[src/rtl/vbi_rb_pkg.sv]
package vbi_rb_pkg;

    typedef enum logic [1:0] {
        EV_NONE = 2'd0,
        EV_DATA = 2'd1,
        EV_LOSS = 2'd2
    } line_ev_e;

endpackage

[src/rtl/vbi_loss_tracker.sv]
module vbi_loss_tracker #(
    parameter int LOSS_LINES = 4
) (
    input  logic clk,
    input  logic rst_n,
    input  logic line_stb,
    input  logic line_has_data,
    output logic loss_evt,
    output logic receiving
);
    localparam int CNT_W = $clog2(LOSS_LINES + 1);
    localparam logic [CNT_W-1:0] LAST_EMPTY = CNT_W'(LOSS_LINES - 1);

    typedef struct packed {
        logic             recv;
        logic [CNT_W-1:0] cnt;
    } trk_t;

    trk_t trk_d, trk_q;

    always_comb begin
        trk_d    = trk_q;
        loss_evt = 1'b0;
        if (line_stb) begin
            if (line_has_data) begin
                trk_d.cnt  = '0;
                trk_d.recv = 1'b1;
            end else if (trk_q.recv) begin
                trk_d.cnt = trk_q.cnt + 1'b1;
                if (trk_q.cnt == LAST_EMPTY) begin
                    loss_evt   = 1'b1;
                    trk_d.recv = 1'b0;
                end
            end
        end
    end

    always_ff @(posedge clk) begin
        if (!rst_n) trk_q <= '0;
        else        trk_q <= trk_d;
    end

    assign receiving = trk_q.recv;
endmodule

[src/rtl/vbi_change_detect.sv]
module vbi_change_detect #(
    parameter int DATA_W = 32
) (
    input  logic              clk,
    input  logic              rst_n,
    input  logic              line_stb,
    input  logic              line_has_data,
    input  logic [DATA_W-1:0] line_word,
    output logic              changed
);
    logic [DATA_W-1:0] shadow_d, shadow_q;

    always_comb begin
        shadow_d = shadow_q;
        if (line_stb && line_has_data) shadow_d = line_word;
    end

    always_ff @(posedge clk) begin
        if (!rst_n) shadow_q <= '0;
        else        shadow_q <= shadow_d;
    end

    assign changed = (line_word != shadow_q);
endmodule

[src/rtl/vbi_readback_reg.sv]
module vbi_readback_reg #(
    parameter int DATA_W     = 32,
    parameter int LOSS_LINES = 4
) (
    input  logic              clk,
    input  logic              rst_n,
    input  logic              line_stb,
    input  logic              line_has_data,
    input  logic [DATA_W-1:0] line_word,
    input  logic              host_clear,
    input  logic              cfg_wr,
    input  logic              cfg_cb_val,
    output logic              avail,
    output logic [DATA_W-1:0] rb_data,
    output logic              irq,
    output logic              cb_enable
);
    import vbi_rb_pkg::*;

    typedef struct packed {
        logic              armed;
        logic              avail;
        logic              irq;
        logic              cb_en;
        logic [DATA_W-1:0] data;
    } rb_st_t;

    rb_st_t st_d, st_q;
    logic loss_evt, receiving, changed;
    line_ev_e ev;

    vbi_loss_tracker #(.LOSS_LINES(LOSS_LINES)) u_loss (
        .clk(clk), .rst_n(rst_n), .line_stb(line_stb),
        .line_has_data(line_has_data),
        .loss_evt(loss_evt), .receiving(receiving)
    );

    vbi_change_detect #(.DATA_W(DATA_W)) u_chg (
        .clk(clk), .rst_n(rst_n), .line_stb(line_stb),
        .line_has_data(line_has_data), .line_word(line_word),
        .changed(changed)
    );

    // classify the current line
    always_comb begin
        ev = EV_NONE;
        if (line_stb) begin
            if (line_has_data) begin
                if (!st_q.cb_en || !receiving || changed) ev = EV_DATA;
            end else if (loss_evt) begin
                ev = EV_LOSS;
            end
        end
    end

    always_comb begin
        st_d     = st_q;
        st_d.irq = 1'b0;
        if (cfg_wr) st_d.cb_en = cfg_cb_val;
        if (host_clear) begin
            st_d.armed = 1'b1;
            st_d.avail = 1'b0;
        end else if (st_q.armed && ev != EV_NONE) begin
            st_d.armed = 1'b0;
            st_d.avail = 1'b1;
            st_d.irq   = 1'b1;
            st_d.data  = (ev == EV_DATA) ? line_word : '0;
        end
    end

    always_ff @(posedge clk) begin
        if (!rst_n) begin
            st_q       <= '0;
            st_q.cb_en <= 1'b1;
        end else begin
            st_q <= st_d;
        end
    end

    assign avail     = st_q.avail;
    assign rb_data   = st_q.data;
    assign irq       = st_q.irq;
    assign cb_enable = st_q.cb_en;
endmodule

[config.mk]
export PLATFORM = sky130hd
export DESIGN_NAME = vbi_readback_reg
export DESIGN_NICKNAME = d
export VERILOG_FILES = /design/src/rtl/vbi_rb_pkg.sv /design/src/rtl/vbi_loss_tracker.sv /design/src/rtl/vbi_change_detect.sv /design/src/rtl/vbi_readback_reg.sv
export SDC_FILE = /design/constraint.sdc
export NUM_CORES = 1
export LEC_CHECK = 0
export BUFFER_PORTS_ARGS = -buffer_cell sky130_fd_sc_hd__buf_2
export CORE_UTILIZATION = 56
export DETAILED_ROUTE_END_ITERATION = 8
export GPL_TIMING_DRIVEN = 0
export PLACE_DENSITY = 0.83
export SLEW_MARGIN = 20
export SYNTH_ARGS = -nofsm -noshare
export SYNTH_HDL_FRONTEND = slang
export SYNTH_SLANG_ARGS = --single-unit
[constraint.sdc]
create_clock -name clk -period 5.09 [get_ports clk]
set_input_delay 1.018 -clock clk [delete_from_list [all_inputs] [get_ports clk]]
set_output_delay 1.018 -clock clk [all_outputs]
set_load 0.02 [all_outputs]
==> impl_results.md, run 1 <==
- Synth area leader: dfxtp_1
- Ranking of synthesized cells by area: dfxtp_1 47%, a32o_1 10%, nand2_1 8.5%
- Fin. max-slew vios: 0
- Synth Net Count: around 370
- RSZ-0062 raised after global routing: false
- Crit Path Category: in2reg
- Final setup violation count: 0
- Maxcap violations: 0
- Synth warn: 0
- TritonCTS Buffers: 9
- Commonest non-fill, non-tap cells in the layout: 75 x buf_2, 72 x dfxtp_1, 70 x nand2_1
- # rows: 26
- Post-Synthesis Cells: 333
- Critical path's slowest cell: or4_4
- Clock latency on the worst-skew pair: between 0.3 and 0.4 ns
- Core outline area: approximately 5200 um2
- Total track usage: 25.2%
- Synth Area in Compound Gates: between 10% and 20%
- Most common cell after layout, fill and taps aside: buf_2
- Leak: about 0.0016 uW
- RR Startpoint: u_chg.shadow_q[23]
- Main combinational cell family by area after synthesis: compound AO/OA/AOI/OAI gates
- FF-to-FF End: rb_data[18]
- Reg-to-reg slack, setup: around 2.8 ns
- TritonCTS clock tree: done
- Adder-cell area share of the yosys netlist: less than 1%
- Critical Path Fanout Max: 10
- Final Hold Fails: 0
- Final core utilization: slightly above 70%
- P per Cell Area: about 320 nW/um2
- Seq/Total Area, Yosys: a little under half
- Post-Syn Area per Cell: around 9 um2
- Worst ir drop on vdd: 0.229 mV
- CTS Root Cell: clkbuf_8
- Postcts setup bufs: 0
- Synth Cell Area: between 3000 and 4000 um2
- Area delta synth->final: 21.6%
- Synth Area in Simple Gates: a little over an eighth
- H-Tree Depth: 3
- Max Clk Rate: about 360 MHz
- Headroom to the max-slew limit: between 60% and 70%
- Global-route wire length before repair: 11.4 mm
- Worst slew pin tran: slightly below 0.6 ns
- Post-DRT Antenna Nets: 0
- Post-synthesis xor/xnor area fraction: a little under a tenth
- Startpoint types: primary input
- DR vias: roughly 2600
- Worst Path Required: about 5.3 ns
- Die area: 5800 um2
- Vias/cell: about 5.4
- Hpwl dp: 4.88 mm
- Worst Hold Class: reg2reg
- IO Pins: 74
- PortBufs: 72
- CTS Sinks: 72
- Crit. path cell count: 8
- Setup_tns: 0 ns
- #FFs+latches synth: slightly above 70
- Final worst path period share: 55.0%
- DR WL/cell: 14.0 um
- Clock Skew: ~0.0054 ns
- Nets@finish: 457
- CTS Hold Bufs: 0
- Cells along the critical path: buf_2, xnor2_1, nand4_1, or4_4, nor4_4, nor3_1, buf_2, a32o_1
- CP Capture Type: flop
- Chip Height: about 76 um
- Vias in the first global route: ~2400
- 1st-pass router iterations: 4
- Share of layout cells above drive strength 1: 30.9%
- Resized cells post-CTS: 0
- Crit path capture: rb_data[18]
- Tmin final: between 2 and 3 ns
- Most used cell, CP: buf_2
- Multiplexer share of the synthesized area: less than 1%
- Initial Util: 59.1%
- Largest net degree at the start of global routing: 12
- GPL Wtd Cong: about 0.8
- DRC: 0
- Initial antenna violation count: 0
- R2R depth: 7
- Worst Setup SP: line_word[23]
- Max Root-Sink Buffers: 2
- Gr ovfl total: 0
- Top-area cell type share of the netlist area: between 40 and 50%
- Delay-heaviest family, CP: simple AND/OR/NAND/NOR gates
- 1st-iter DRT viols: around 180
- ANT cells: 0
- Crit path buf inv count: 2
- Die Wd: ~76 um
- Run status: finished, final reports clean
- Critical Path AT: slightly above 3 ns
- Distinct cells, synth: 30
- Final wirelength: between 6 and 7 mm
- CP max stage delay: 0.55 ns
- CTS clk-pin slew, worst paths: 0.07 ns
## synth_stat cells
master,instances
dfxtp_1,72
nand2_1,70
a21oi_1,37
buf_4,33
a32o_1,32
xnor2_1,21
clkbuf_1,14
xor2_1,11
nor2_1,8
nand4_1,5
buf_2,3
buf_6,3
inv_1,3
ha_1,2
nand3_1,2
nor3_1,2
nor4_1,2
a21bo_2,1
a21o_1,1
a22oi_1,1
and2_1,1
buf_1,1
mux2i_1,1
nand2b_1,1
nor2b_1,1
nor4_4,1
o211ai_1,1
o21ai_0,1
or2_2,1
or4_4,1
## worst min-delay path by stage
stage / startpoint / to / slack [ns] / depth (start not counted)
after global placement: u_chg.shadow_q[31] / u_chg.shadow_q[31] / 0.45 / 2
after CTS: u_chg.shadow_q[28] / u_chg.shadow_q[28] / 0.47 / 2
final: u_chg.shadow_q[11] / u_chg.shadow_q[11] / 0.47 / 2
after floorplan: u_chg.shadow_q[10] / u_chg.shadow_q[10] / 0.45 / 2
after global routing: u_chg.shadow_q[28] / u_chg.shadow_q[28] / 0.48 / 2
after detailed placement: u_chg.shadow_q[28] / u_chg.shadow_q[28] / 0.46 / 2
## stage by stage
stage               hold slack [ns]  setup WS (ns)  std cells  cell area (um2)  power (uW)
global placement              0.453           1.98        475             3530         716
finish                        0.467           2.29        491             3740        1190
CTS                           0.468           2.31        491             3740        1190
floorplan                     0.448           2.40        333             3080         673
detailed placement            0.458           1.95        475             3530         720
global route                  0.484           2.17        491             3740        1230
## worst min-delay path, stage by stage (launching register included)
cell and delay (ns):
dfxtp_1 0.32, nand2_1 0.05, a21oi_1 0.05
## power by group
part           total [uW]  internal (uW)  switching [uW]
registers             592            581            11.0
logic                 117           48.8            67.8
clock network         481            280             202
## registers in the layout (all words and copies together), names as in the netlist
signal and count:
rb_data 32, cb_enable 1, u_loss.receiving 1, u_chg.shadow_q 32
irq 1, avail 1, u_loss.trk_q 3, st_q 1
## cell families after synthesis
| kind of cell | count (synthesis) |
|---|---|
| AND/OR/NAND/NOR | 95 |
| AO/OA/AOI/OAI | 74 |
| flip-flops | 72 |
| buffers and inverters | 57 |
| XOR/XNOR | 32 |
| adder cells (fa/ha/maj) | 2 |
| multiplexers | 1 |
## metal layers
| layer | routed length (um) | part of all wire [%] | track usage [%] |
|---|---|---|---|
| met1 | 2960 | 43 | 32.1 |
| met2 | 3390 | 49 | 41.5 |
| met3 | 374 | 5.5 | 4.31 |
| met4 | 134 | 2.0 | 11.9 |
| met5 | 0 | 0 | 0 |
## final cells by class
cell class	instances	area, um2
Fill cell	412	1460
Sequential cell	72	1440
Multi-Input combinational cell	204	1270
Timing Repair Buffer	72	360
Buffer	54	353
Clock buffer	14	183
Tap cell	70	87.6
Clock inverter	2	35.0
Inverter	3	11.3
No activity file was read; power rests on OpenSTA's default activity.
==> run 2, diff against run 1 <==
- CORE_UTILIZATION: 56 -> 48
- PLACE_DENSITY: 0.83 -> 0.76
- clock period: 5.09 -> 2.5 ns (I/O delays scaled with it)
==> run 2 against run 1 <==
Compared with the run above:
- utilization decreased by 9.9 points
- non-clock buffer count did not move
- clock power grew 110%
- die area rose by 16%
- cell count rose by 1.0%
- critical path type is now reg2reg
- highest routed layer unchanged
==> impl_results.md, run 2 (synthesis gave the netlist of run 1 again) <==
- Run status: finished, final reports clean
- Final wirelength: approximately 6.9 mm
- Setup_tns: 0 ns
- Critical path's slowest cell: or4_4
- Total track usage: a little under a quarter
- Worst ir drop on vdd: roughly 0.37 mV
- CTS Sinks: 72
- Worst slew pin tran: 0.557 ns
- CTS clk-pin slew, worst paths: approximately 0.07 ns
- 1st-pass router iterations: 4
- Final Hold Fails: 0
- Nets@finish: 457
- Vias/cell: 5.22
- Die Wd: between 80 and 90 um
- Destination of the worst hold path: cb_enable
- Final instance area: approximately 3800 um2
- CP Capture Type: flop
- TritonCTS Buffers: 9
- Place WS: -0.142 ns
- Critical Path Fanout Max: 10
- Most common cell after layout, fill and taps aside: buf_2
- Share of layout cells above drive strength 1: between 30 and 40%
- Core outline area: 6060 um2
- P per Cell Area: about 650 nW/um2
- R2R depth: 7
- Crit Path Category: reg2reg
- Clock Skew: 0.00637 ns
- Area delta synth->final: 22.2%
- Fin. max-slew vios: 0
- Hpwl dp: about 5.1 mm
- PortBufs: 72
- Max Root-Sink Buffers: 2
- Final WS setup: 0.158 ns
- Largest net degree at the start of global routing: 13
- Worst Hold Class: in2reg
- Initial antenna violation count: 0
- RSZ-0062 raised after global routing: false
- # rows: 28
- Initial Util: 50.8%
- ANT cells: 0
- Clock latency on the worst-skew pair: 0.35 ns
- RR Startpoint: u_chg.shadow_q[20]
- Worst Path Required: between 2 and 3 ns
- Critical Path AT: approximately 2.6 ns
- 1st-iter DRT viols: roughly 150
- GPL Wtd Cong: 0.814
- DR WL/cell: roughly 14 um
- CP max stage delay: 0.55 ns
- Delay-heaviest family, CP: simple AND/OR/NAND/NOR gates
- IO Pins: 74
- Post-DRT Antenna Nets: 0
- DRC: 0
- Gr ovfl total: 0
- CTS Root Cell: clkbuf_8
- Startpoint types: flop
- FF-to-FF End: rb_data[21]
- Postcts setup bufs: 0
- Commonest non-fill, non-tap cells in the layout: 75 x buf_2, 72 x dfxtp_1, 70 x nand2_1
- Die area: ~6700 um2
- Maxcap violations: 0
- Headroom to the max-slew limit: between 60% and 70%
- Global-route wire length before repair: about 11 mm
- Final core utilization: between 60 and 70%
- WHS: between 0.3 and 0.4 ns
- Worst Hold Launch: cfg_cb_val
- Final worst path period share: 93.7%
- Vias in the first global route: 2380
- H-Tree Depth: 3
- Max Clk Rate: roughly 430 MHz
- Tmin final: between 2 and 2.5 ns
- TritonCTS clock tree: done
- DR vias: approximately 2600
- Placed Area: between 3000 and 4000 um2
- Reg-to-reg slack, setup: ~0.16 ns
- Crit path buf inv count: 1
- Final setup violation count: 0
- Cells along the critical path: xnor2_1, nand4_1, or4_4, nor4_4, nor3_1, buf_2, a32o_1
- Chip Height: roughly 82 um
- Hold Path Depth: 3
- CTS Hold Bufs: 0
- Leak: 0.00164 uW
- Crit. path cell count: 7
run 2: area by class of cell:
type | instances | area [um2]
plain buffers | 54 | 353
clock buffers | 11 | 141
clock inverters | 5 | 80.1
fillers | 536 | 2300
inverters | 3 | 11.3
multi-input cells | 204 | 1280
flip-flops and latches | 72 | 1440
well taps | 75 | 93.8
repair buffers | 72 | 360
run 2: power by group:
group          leakage, uW  switching (uW)  internal [uW]
registers         0.000585            22.9           1180
logic             0.000953             136            100
clock network     0.000106             434            587
total              0.00164             593           1870
run 2: worst max path at each step:
stage                                  start  slack (ns)           to
after CTS                 u_chg.shadow_q[23]        0.12  rb_data[21]
after global routing      u_chg.shadow_q[20]        0.03  rb_data[23]
final                     u_chg.shadow_q[20]        0.16  rb_data[21]
after global placement         line_word[23]       -0.12  rb_data[28]
after floorplan                line_word[20]        0.33  rb_data[10]
after detailed placement       line_word[23]       -0.14  rb_data[21]
run 2: repair_timing:
| action | CTS | global route |
|---|---|---|
| gates resized for setup | 0 | 1 |
| endpoints found under the hold margin | 0 | 0 |
| setup endpoints to repair | 0 | 30 |
run 2: metal layers:
layer	routed length (um)	part of all wire, %	GRT usage (%)
met2	3370	49	37.4
met1	3100	45	27.4
met3	252	3.7	4.00
met4	163	2.4	12.6
met5	0	0	0
run 2: worst reg2reg max path, delay by kind of cell (launching register included):
kind                   cells  cell delay (ns)
XOR/XNOR                   1             0.24
AND/OR/NAND/NOR            4             1.21
AO/OA/AOI/OAI              1             0.23
buffers and inverters      1             0.23
flip-flops                 1             0.32
run 2: metrics by stage:
stage / instances / total power [uW]
after floorplan: 333 / 1370
after global placement: 480 / 1460
after detailed placement: 480 / 1470
after CTS: 496 / 2480
after global routing: 496 / 2560
final: 496 / 2460
